**config.mk**
```make
export PLATFORM = sky130hd
export DESIGN_NAME = chan_init_seq
export DESIGN_NICKNAME = d
export VERILOG_FILES = /design/src/rtl/chan_init_seq.sv
export SDC_FILE = /design/constraint.sdc
export NUM_CORES = 1
export LEC_CHECK = 0
export BUFFER_PORTS_ARGS = -buffer_cell sky130_fd_sc_hd__buf_2
export CAP_MARGIN = 5
export CORE_ASPECT_RATIO = 1.5
export CORE_MARGIN = 3
export CORE_UTILIZATION = 38
export CTS_BUF_LIST = sky130_fd_sc_hd__clkbuf_8
export DETAILED_ROUTE_END_ITERATION = 7
export PLACE_DENSITY = 0.61
export SLEW_MARGIN = 20
export SYNTH_ARGS = -nofsm -noshare
export SYNTH_HDL_FRONTEND = slang
export SYNTH_SLANG_ARGS = --single-unit
```
**constraint.sdc**
```tcl
create_clock -name clk -period 1.8 [get_ports clk]
set_input_delay 0.09 -clock clk [delete_from_list [all_inputs] [get_ports clk]]
set_output_delay 0.09 -clock clk [all_outputs]
set_load 0.005 [all_outputs]
```
**src/rtl/chan_init_seq.sv**
```systemverilog
`timescale 1ns/1ps
module chan_init_seq #(
  parameter int LANES = 4,
  parameter int NA_W  = 4,
  parameter int TXI_W = 6,
  parameter int RR_W  = 3
) (
  input  logic             clk,
  input  logic             rst,
  input  logic [LANES-1:0] lane_up,
  input  logic             tx_blk_valid,
  input  logic             rx_blk_valid,
  input  logic             rx_idle,
  input  logic             rx_ready_mark,
  output logic             tx_na_idle,
  output logic             tx_rdy_idle,
  output logic             channel_up
);
  localparam logic [1:0] S_RST = 2'd0, S_NA = 2'd1, S_WAIT = 2'd2, S_UP = 2'd3;

  logic [1:0]       state, state_n;
  logic [NA_W-1:0]  na_cnt;
  logic [TXI_W-1:0] txi_cnt;
  logic [RR_W-1:0]  rr_cnt;
  logic             rem_rdy, up_q;

  wire all_up  = &lane_up;
  wire drop    = (LANES > 1) ? ~all_up : 1'b0;
  wire na_done = &na_cnt;
  wire tx_done = &txi_cnt;
  wire rr_det  = rx_blk_valid & rx_idle & rx_ready_mark;

  always_comb begin
    state_n = state;
    case (state)
      S_RST:   if (all_up) state_n = S_NA;
      S_NA:    if (na_done) state_n = S_WAIT;
      S_WAIT:  if (tx_done && rem_rdy) state_n = S_UP;
      default: state_n = S_UP;
    endcase
    if (drop) state_n = S_RST;
  end

  always_ff @(posedge clk) begin
    if (rst) begin
      state <= S_RST;
      up_q  <= 1'b0;
    end else begin
      state <= state_n;
      up_q  <= (state_n == S_UP);
    end
  end

  always_ff @(posedge clk) begin
    if (rst || state == S_RST) begin
      na_cnt  <= '0;
      txi_cnt <= '0;
      rr_cnt  <= '0;
      rem_rdy <= 1'b0;
    end else begin
      if (state == S_NA && tx_blk_valid && !na_done)
        na_cnt <= na_cnt + 1'b1;
      if (state == S_WAIT && tx_blk_valid && !tx_done)
        txi_cnt <= txi_cnt + 1'b1;
      if (rr_det) begin
        if (&rr_cnt) rem_rdy <= 1'b1;
        else         rr_cnt  <= rr_cnt + 1'b1;
      end
    end
  end

  assign tx_na_idle  = (state == S_NA);
  assign tx_rdy_idle = (state == S_WAIT);
  assign channel_up  = up_q;
endmodule


```
==> results.json <==
{
  "status": "completed",
  "ctsResizeCount": 0,
  "cts_sinks": 17,
  "cts_tree": "done",
  "period_needed_ps": 1400,
  "rows": 19,
  "grt_antenna_before_repair": 0,
  "dp_hpwl_microns": 1100,
  "yosys_most_used_dff": "dfxtp_1",
  "portBuffers": 12,
  "layout.nets": 114,
  "holdBufCountCts": 0,
  "reg2reg_depth": 5,
  "hold_path.class": "input port to register",
  "synthArstFlopShare_pct": 0,
  "critPathArrivalTime_ps": 1550,
  "die_w_microns": 43.7,
  "pin_count": 13,
  "cts_buffers": 3,
  "wl_microns": 1510,
  "grt_overflow_total": 0,
  "grt_use_total_pct": 12.6,
  "clk_root_buffer_cell": "clkbuf_8",
  "route.detailed.drc": 0,
  "hold_viol_final": 0,
  "maxCapViolCount": 0,
  "setup_viol": 0,
  "drt-vias-per-instance": 5.53,
  "clk_latency_ps": 250,
  "p_seq_share_pct": 56.0,
  "fin_area_sq_um": 935,
  "first_pass_iters": 2,
  "path_class": "register to register",
  "avgSynthCellArea_sq_um": 9.62,
  "finalCritPeriodShare_pct": 77.6,
  "htreeDepth": 1,
  "slew_headroom_pct": 81.7,
  "syn_to_final_growth_pct": 15.6,
  "vias": 663,
  "endpoint_kind": "register",
  "synth_cells": 84,
  "p_comb_share_pct": 2.9,
  "cts_setup_buffers": 0,
  "antenna_left": 0,
  "startpoint_type": "register",
  "power_density_nw_per_um2": 721,
  "layout-drive-gt1-share_pct": 23.2,
  "total_power_mw": 0.674,
  "seq_area_frac_synth_pct": 42.1,
  "ys_ff_latch": 17,
  "synth_nets": 98,
  "cts_buffer_depth": 2,
  "netSwitchingFraction_pct": 20.1,
  "grt_max_degree": 14,
  "rsz0062_at_grt": "false",
  "cts.reportedPaths.clkPinSlew_ps": 60,
  "clkPwrFrac_pct": 41.2,
  "synth_edf_count": 0,
  "grt_pass1_vias": 664,
  "dieHeight_microns": 62.5,
  "ys_types": 36,
  "diodes": 0,
  "start_util_pct": 42.0,
  "post-synth-top-area-fraction_pct": 42.1,
  "placed_cell_area_sq_um": 890,
  "netlist_area_sq_um": 808,
  "gp_congestion": 0.726,
  "vdd_drop_max_mv": 0.565,
  "min_path_cells": 2,
  "fp.dieArea_sq_um": 2730,
  "dr.first_iter.drc_count": 9,
  "tns_ps": 0,
  "p_int_mw": 0.538,
  "synth.area.top_cells": "dfxtp_1 42%, ha_1 6.2%, nor2_1 6.0%",
  "dp_slack_ps": 411,
  "layout_common_cells": "17 x dfxtp_1, 13 x nor2_1, 12 x buf_2",
  "cp_max_fo": 4,
  "synth_top_cell_by_area": "dfxtp_1",
  "fmax_mhz": 716,
  "leakage_nw": 0.374,
  "tightest_slew_ps": 275,
  "switching_power_mw": 0.136,
  "crit_required_ps": 1950,
  "finalClockSkew_ps": 0.326,
  "final_common_cell": "dfxtp_1",
  "fill_cells": 187,
  "layout_setup_ws_ps": 402,
  "core_sq_um": 1930,
  "maxSlewViolCount": 0,
  "ys_warn_count": 0,
  "grt_pass1_wl_microns": 2700,
  "wl_per_cell_microns": 12.6
}
==> final timing paths <==
path	from	end	slack, ps
max	txi_cnt[0]$_SDFFE_PP0P_	txi_cnt[3]$_SDFFE_PP0P_	400
min	rst	state[0]$_SDFF_PP0_	40
max reg2reg	txi_cnt[0]$_SDFFE_PP0P_	txi_cnt[3]$_SDFFE_PP0P_	400
min reg2reg	na_cnt[1]$_SDFFE_PP0P_	na_cnt[1]$_SDFFE_PP0P_	490
==> logic make-up after synthesis <==
family,Yosys count,synth area share (%)
mux,3,3.72
buf+inv,2,1.08
fa+ha+maj,4,6.19
flops,17,42.1
compound gates,15,15.3
simple gates,39,27.2
xor+xnor,4,4.34
==> registers in the layout (all words and copies together) (netlist names) <==
signal and cells:
txi_cnt 6, na_cnt 4, rr_cnt 3, state 2, channel_up 1, rem_rdy 1
==> per-stage QoR <==
stage	std cells	utilization [%]	hold WS, ps
final	120	48.5	41.1
after global routing	120	48.5	56.9
after CTS	120	48.5	40.0
after detailed placement	116	46.2	307
after global placement	116	46.2	312
after floorplan	84	-	159
==> final cells by class <==
| class | instances | area, sq um | share of cell area (%) |
|---|---|---|---|
| Timing Repair Buffer | 12 | 60.1 | 6.43 |
| Tap cell | 21 | 26.3 | 2.81 |
| Inverter | 1 | 3.75 | 0.402 |
| Clock inverter | 1 | 3.75 | 0.402 |
| Sequential cell | 17 | 340 | 36.4 |
| Multi-Input combinational cell | 65 | 459 | 49.1 |
| Clock buffer | 3 | 41.3 | 4.42 |
==> synthesized netlist by cell type (all sizes together), types with 2 or more instances <==
library cell and instances:
a31oi 3, dfxtp 17, nand3 4, a21oi 2, xnor2 2, mux2i 3
and3 2, nand3b 2, nor3b 2, nor2b 2, nand2 3, nor2 14
ha 4, xor2 2, nor3 4
==> power by group through the flow <==
stage                     sequential [mW]  clock (mW)  combinational [mW]
after floorplan                     0.385           0             0.00689
after global placement              0.386           0              0.0194
after detailed placement            0.386           0              0.0194
after CTS                           0.377       0.288              0.0196
after global routing                0.377       0.297              0.0217
final                               0.377       0.277              0.0194
==> per-layer routing <==
layer | GRT usage [%] | vias to the layer above | share of wire, %
li1 | - | 340 | -
met1 | 13.2 | 311 | 42
met2 | 21.7 | 8 | 54
met3 | 2.59 | 4 | 2.3
met4 | 7.92 | 0 | 2.2
met5 | 0 | - | 0
==> critical path, cell delays in order, from the launching register on <==
cell	delay, ps
dfxtp_1	340
ha_1	230
nand2_1	150
nor2_4	60
o31a_2	330
o21a_1	180
Power figures use the tool's default switching activity.
